### src/rtl/stream_stat_mon.sv
module stream_stat_mon #(
  parameter int KEEP_W = 8,
  parameter int TAG_W  = 16,
  parameter int BCNT_W = 32,
  parameter int FCNT_W = 32
) (
  input  logic              clk,
  input  logic              rst,
  input  logic [KEEP_W-1:0] mon_keep,
  input  logic              mon_valid,
  input  logic              mon_ready,
  input  logic              mon_last,
  input  logic [TAG_W-1:0]  tag,
  input  logic              trigger,
  output logic [7:0]        rpt_data,
  output logic              rpt_valid,
  input  logic              rpt_ready,
  output logic              rpt_last
);

  localparam int REP_W     = TAG_W + BCNT_W + FCNT_W;
  localparam int REP_BYTES = REP_W / 8;
  localparam int IDX_W     = (REP_BYTES > 1) ? $clog2(REP_BYTES) : 1;
  localparam int KCNT_W    = $clog2(KEEP_W + 1);

  logic [BCNT_W-1:0] byte_cnt;
  logic [FCNT_W-1:0] frame_cnt;
  logic [REP_W-1:0]  shreg;
  logic [IDX_W-1:0]  idx;
  logic              busy;
  logic [KCNT_W-1:0] beat_bytes;

  always_comb begin
    beat_bytes = '0;
    for (int i = 0; i < KEEP_W; i++)
      beat_bytes = beat_bytes + KCNT_W'(mon_keep[i]);
  end

  wire               beat      = mon_valid & mon_ready;
  wire [BCNT_W-1:0]  add_bytes = beat ? BCNT_W'(beat_bytes) : '0;
  wire [FCNT_W-1:0]  add_frame = FCNT_W'(beat & mon_last);
  wire               fire      = trigger & ~busy;
  wire               is_last   = (idx == IDX_W'(REP_BYTES - 1));

  always_ff @(posedge clk) begin
    if (rst) begin
      byte_cnt  <= '0;
      frame_cnt <= '0;
      shreg     <= '0;
      idx       <= '0;
      busy      <= 1'b0;
    end else if (fire) begin
      byte_cnt  <= add_bytes;
      frame_cnt <= add_frame;
      shreg     <= {tag, byte_cnt, frame_cnt};
      idx       <= '0;
      busy      <= 1'b1;
    end else begin
      byte_cnt  <= byte_cnt + add_bytes;
      frame_cnt <= frame_cnt + add_frame;
      if (busy && rpt_ready) begin
        shreg <= shreg << 8;
        idx   <= idx + IDX_W'(1);
        if (is_last) busy <= 1'b0;
      end
    end
  end

  assign rpt_data  = shreg[REP_W-1 -: 8];
  assign rpt_valid = busy;
  assign rpt_last  = busy & is_last;

endmodule

### config.mk
export PLATFORM = sky130hd
export DESIGN_NAME = stream_stat_mon
export DESIGN_NICKNAME = d
export VERILOG_FILES = /design/src/rtl/stream_stat_mon.sv
export SDC_FILE = /design/constraint.sdc
export NUM_CORES = 1
export LEC_CHECK = 0
export ABC_AREA = 0
export BUFFER_PORTS_ARGS = -buffer_cell sky130_fd_sc_hd__buf_2
export CAP_MARGIN = 20
export CORE_ASPECT_RATIO = 1.5
export CORE_UTILIZATION = 55
export CTS_CLUSTER_SIZE = 40
export DETAILED_ROUTE_END_ITERATION = 16
export PLACE_DENSITY = 0.73
export SETUP_SLACK_MARGIN = 0.2
export SYNTH_ARGS = -nofsm -noshare
export SYNTH_HDL_FRONTEND = slang
export SYNTH_SLANG_ARGS = --single-unit
### constraint.sdc
create_clock -name clk -period 12.4 [get_ports clk]
set_input_delay 2.48 -clock clk [delete_from_list [all_inputs] [get_ports clk]]
set_output_delay 2.48 -clock clk [all_outputs]
set_load 0.01 [all_outputs]
==> metrics, run 1 <==
top-count cell post-synth nand2_1; Vias per Instance just over 6; fmax 155 MHz; Area growth syn-to-layout 11.8%; critical path peak fanout 22; Starting Density 0.570; area share of the largest cell type after synthesis 0.431; Worst Setup SP mon_keep[0]; Die Area approximately 13000 um^2; FFs w/ async S/R, synth 0; global placement routability congestion just over 0.8; routed wire length roughly 17000 um; Die W 93.6 um; Slowest-stage cell, CP or4_1; first-pass detailed-route iteration total 5; via count 6235; CTS tree built; Port-buffer cells 40; Startpoint Class input port; RSZ-0062 raised after global routing no; ordered list of cells on the worst path buf_2 > inv_1 > fa_1 > fa_1 > fa_1 > inv_1 > ha_1 > fa_1 > nand3_1 > fa_1 > nand2b_1 > a21o_1 > or4_1 > mux2i_1; Worst path top cell family by delay adder cells; Setup CP Type in2reg; Core Rows 49; largest net degree at the start of global routing 89; final net count a little under 900; Buf/Inv on CP 3; FF-to-FF Start byte_cnt[0]; ys flop type dfxtp_1; setup ws final roughly 5900 ps; total power 1160 uW; Critical Path AT between 6000 and 7000 ps; first-pass GRT wire length 27600 um; Ys Warns 0; hold crit path type reg2reg; Routed Antenna Nets 0; Seq/Total Area, Yosys 0.431; post-synthesis register bit count approximately 150; Area contributors post-synth dfxtp_1, nand2_1, a311oi_1; vias in the first global route ~6k; post-synthesis cell area between 6000 and 7000 um^2; # clock sinks between 100 and 150; TritonCTS buffer count 17; clock buffer depth 2; Max Slew Vio Count 0; syn_area_per_cell roughly 8 um^2; layout cell share with drive strength beyond 1 0.102; PostCTS Resize Cnt 0; Setup Viol. Count Final 0; Fillers 1047; Synthesized Nets about 900; post-CTS setup buffers 0; drt initial violations between 300 and 400; hpwl dp 10600 um; H-tree depth 4; Post-synth EDFFs 0; Worst Tran Pin Value between 900 and 1000 ps; Synth top cells by count nand2_1, dfxtp_1, nor2_1, a21oi_1, a311oi_1; Worst Setup End Kind flop; Die Y roughly 140 um; Ports 41; Clock Skew 8.72 ps; Setup WS pre-CTS between 5000 and 6000 ps; Synth Instances around 850; max-cap viol count 0; WP data required 12710 ps; area leader, netlist dfxtp_1; hold path start shreg[75]; Peak VDD IR just under 0.1 mV; Final Hold Fails 0; Pwr per Cell Area between 100 and 150 nW/um^2; setup_tns 0 ps; Yosys cell types 37; n_diodes 0; LEAKAGE 0.00273 uW; initial antenna violation count 0; Worst path most repeated cell fa_1; Congestion Overflow GR 0; hold buffers post-CTS 0; root buf cell clkbuf_16; slowest stage delay, CP about 600 ps; Final period util 0.522; worst slew slack as a fraction of its limit 0.394; clk slew on worst S/H paths approximately 60 ps; status completed; worst skew pair latency roughly 420 ps; Global Route Usage Sum 0.268; drt wl/cell around 17 um; core area 12100 um^2; minimum clock period 6470 ps; residual DRC count 0
## power by group
part           leakage (uW)  switching, uW  internal [uW]  total (uW)
clock network      0.000303            210            344         554
registers           0.00121           10.1            497         507
logic               0.00121           59.5           34.1        93.6
total               0.00273            280            875        1160
## flip-flops by register name, summed over array words and instances, names as in the netlist
register   count
idx            4
frame_cnt     32
shreg         80
rpt_valid      1
byte_cnt      32
## per-layer routing
metal,share of wire,up-vias,global-route usage
li1,-,3031,-
met1,0.39,3017,0.287
met2,0.55,153,0.490
met3,0.036,34,0.0557
met4,0.031,0,0.130
met5,0,-,0
## cell type report
type | instances | area, um^2 | share of cell area
Clock buffer | 18 | 439 | 0.0568
Clock inverter | 14 | 200 | 0.0259
Sequential cell | 149 | 2980 | 0.386
Timing Repair Buffer | 48 | 289 | 0.0374
Tap cell | 153 | 191 | 0.0248
Inverter | 20 | 75.1 | 0.00971
Multi-Input combinational cell | 612 | 3550 | 0.460
## logic make-up (layout without fill, tap and decap cells)
logic type	count (synthesis)	in the layout	share of synthesized area
flops	149	149	0.431
buf+inv	93	100	0.0570
fa+ha+maj	16	16	0.0344
compound gates	184	184	0.183
simple gates	386	386	0.261
xor+xnor	19	19	0.0241
mux	7	7	0.0101
## cell usage in the layout, fill, tap and decap left out, drive strengths merged, types with 7 or more instances in the layout
cell	count
inv	22
a311oi	57
o21ai	12
ha	11
or4	28
a21oi	64
nand3	22
dfxtp	149
clkbuf	18
and3	12
a22oi	16
xor2	10
or3	17
xnor2	9
buf	48
mux2i	7
nand2	177
nor2	83
o31ai	26
nand4	18
## worst min-delay path: cells and delay by family, from the launching register on
family / cells / cell delay, ps
DFF: 1 / 310
and+or+nand+nor: 1 / 50
AOI/OAI and AO/OA: 1 / 50
## final timing paths
path                                     end  slack [ps]  depth (start not counted)
worst min-delay path               shreg[75]         460                          2
worst max register to register  byte_cnt[28]        9950                          7
worst max-delay path            byte_cnt[28]        5930                         14
worst min register to register     shreg[75]         460                          2
## metrics by stage
step | hold slack (ps) | instance area, um^2 | cells | util
3_3_place_gp | 440 | 7040 | 979 | 0.580
5_1_grt | 483 | 7730 | 1014 | 0.637
4_1_cts | 457 | 7680 | 1011 | 0.633
6_report | 456 | 7730 | 1014 | 0.637
3_5_place_dp | 449 | 7040 | 979 | 0.580
2_1_floorplan | 436 | 6920 | 854 | -
No activity file was read; power rests on OpenSTA's default activity.
==> run 2: changes to the inputs <==
clock period = 6.7 ns   (was 12.4 ns; I/O delays follow)
==> run 2 against run 1 <==
  * Combinational power grew 84%
  * Utilization shrank 0.45 points
  * Sequential power grew 85%
  * Largest power group is now sequential cells
  * Sequential share of layout area grew 0.28 points
  * Routed wire length shrank 1.7%
  * Clock skew shrank 1.6 ps
  * Design area shrank 0.71%
  * Highest routed layer unchanged
  * Hold slack lost 2.7 ps
  * Via count shrank 0.95%
  * Sequential cell count is the same
  * Worst setup slack lost 4500 ps
==> metrics, run 2 (synthesis gave the netlist of run 1 again) <==
RSZ-0062 raised after global routing no; routed wire length 16500 um (-1.7%); vias in the first global route 5951 (-1.7%); Final period util 0.791; clock buffer depth 2 (unchanged); Worst Tran Pin Value 943 ps (+33.5 ps); Switching Fraction 0.252 (+0.00985); Vias per Instance 6.09 (-0.95%); Core Rows 49 (unchanged); final net count 895 (unchanged); H-tree depth 4 (unchanged); total power 2040 uW (+77%); max-cap viol count 0 (unchanged); ordered list of cells on the worst path buf_2 > inv_1 > fa_1 > fa_1 > fa_1 > inv_1 > ha_1 > fa_1 > nand3_1 > fa_1 > nand2b_1 > a21o_1 > or4_1 > mux2i_1; Starting Density 0.570 (unchanged); n_diodes 0 (unchanged); Cells after DPL 979 (unchanged); CTS tree built; # clock sinks 149 (unchanged); Worst path most repeated cell fa_1; Die Area 13000 um^2 (unchanged); Worst Setup End Kind flop; Max Slew Vio Count 0 (unchanged); Die W 93.6 um (unchanged); placed cell area 7040 um^2 (unchanged); Largest regs shreg x80, byte_cnt x32, frame_cnt x32; clock group share of total power 0.456 (-0.024); first-pass GRT wire length 27400 um (-1.0%); Global Route Usage Sum 0.264 (-0.00401); Port-buffer cells 40 (unchanged); via count 6176 (-0.95%); LEAKAGE 0.00270 uW (-0.99%); first-pass detailed-route iteration total 5 (unchanged); Clock Skew 7.14 ps (-1.58 ps); setup_tns 0 ps (unchanged); Final Hold Fails 0 (unchanged); drt initial violations 309 (+1.3%); hpwl dp 10800 um (+1.9%); commonest non-fill, non-tap cell in the layout nand2_1; Ports 41 (unchanged); most frequent cells in the layout nand2_1, dfxtp_1, nor2_1; Startpoint Class input port; hold crit path type reg2reg; worst hold slack 454 ps (-2.69 ps); Peak VDD IR 0.177 mV (+81%); Setup Viol. Count Final 0 (unchanged); worst skew pair latency 420 ps (about the same); root buf cell clkbuf_16; P_int 1530 uW (+75%); Setup CP Type in2reg; clk slew on worst S/H paths 60 ps (about the same); Area growth syn-to-layout 11.0%; max reg flops 80 (unchanged); Seq pwr share 0.459 (+0.020); Critical Path AT 5610 ps (-1170 ps); fmax 189 MHz; hold buffers post-CTS 0 (unchanged); critical path peak fanout 22 (unchanged); Non-Filler Instances 1014 (unchanged); PostCTS Resize Cnt 0 (unchanged); Fillers 1088 (+3.9%); Final Cell Area 7680 um^2 (-0.71%); WP data required 7010 ps (-5700 ps); worst slew slack as a fraction of its limit 0.369 (-0.0247); drt wl/cell 16.2 um (-1.7%); Slowest-stage cell, CP or4_1; hold path depth 2 (unchanged); layout cell share with drive strength beyond 1 0.102 (unchanged); core area 12100 um^2 (unchanged); slowest stage delay, CP 630 ps (+30 ps); largest net degree at the start of global routing 84 (-5.6%); post-CTS setup buffers 0 (unchanged); Most flops, register shreg; Routed Antenna Nets 0 (unchanged); global placement routability congestion 0.833 (+0.20%); NetSw 515 uW (+84%); cells on worst reg2reg path 7 (unchanged); Congestion Overflow GR 0 (unchanged); Die Y 139 um (unchanged); Pwr per Cell Area 266 nW/um^2 (+78%); TritonCTS buffer count 17 (unchanged); initial antenna violation count 0 (unchanged); status completed; residual DRC count 0 (unchanged); Logic pwr share 0.084 (+0.003); minimum clock period 5300 ps
## run 2: per-stage QoR
step / utilization / setup slack, ps
6_report: 0.632 / 1400
3_3_place_gp: 0.580 / 1070
5_1_grt: 0.632 / 1220
2_1_floorplan: - / 1270
4_1_cts: 0.628 / 1390
3_5_place_dp: 0.580 / 957
## run 2: power by group through the flow
stage	logic [uW]	registers [uW]	clock network, uW
6_report	172	939	933
4_1_cts	169	939	943
3_3_place_gp	161	957	0
5_1_grt	194	943	986
3_5_place_dp	168	958	0
2_1_floorplan	129	952	0
## run 2: path summary, 6_finish.rpt
| kind | start | endpoint | slack, ps |
|---|---|---|---|
| setup / recovery | mon_keep[0] | byte_cnt[28] | 1400 |
| hold / removal | shreg[0] | shreg[0] | 450 |
| setup reg to reg | byte_cnt[0] | byte_cnt[28] | 4250 |
| hold reg to reg | shreg[0] | shreg[0] | 450 |
## run 2: cell type report
type / count / area (um^2) / area share
Timing Repair Buffer: 48 / 289 / 0.0376
Multi-Input combinational cell: 612 / 3550 / 0.463
Inverter: 20 / 75.1 / 0.00978
Clock buffer: 20 / 467 / 0.0608
Tap cell: 153 / 191 / 0.0249
Clock inverter: 12 / 118 / 0.0153
Sequential cell: 149 / 2980 / 0.389
## run 2: critical path: cells and delay by family
kind                     cells  cell delay (ps)
AO/OA/AOI/OAI                1              420
adder cells (fa/ha/maj)      6             2580
multiplexers                 1              150
AND/OR/NAND/NOR              3              960
buffers and inverters        3              150
## run 2: routing by layer
| layer | part of all wire | vias up | global-route usage |
|---|---|---|---|
| met3 | 0.030 | 40 | 0.0514 |
| met4 | 0.035 | 0 | 0.121 |
| met5 | 0 | - | 0 |
| li1 | - | 3039 | - |
| met2 | 0.54 | 119 | 0.488 |
| met1 | 0.39 | 2978 | 0.283 |
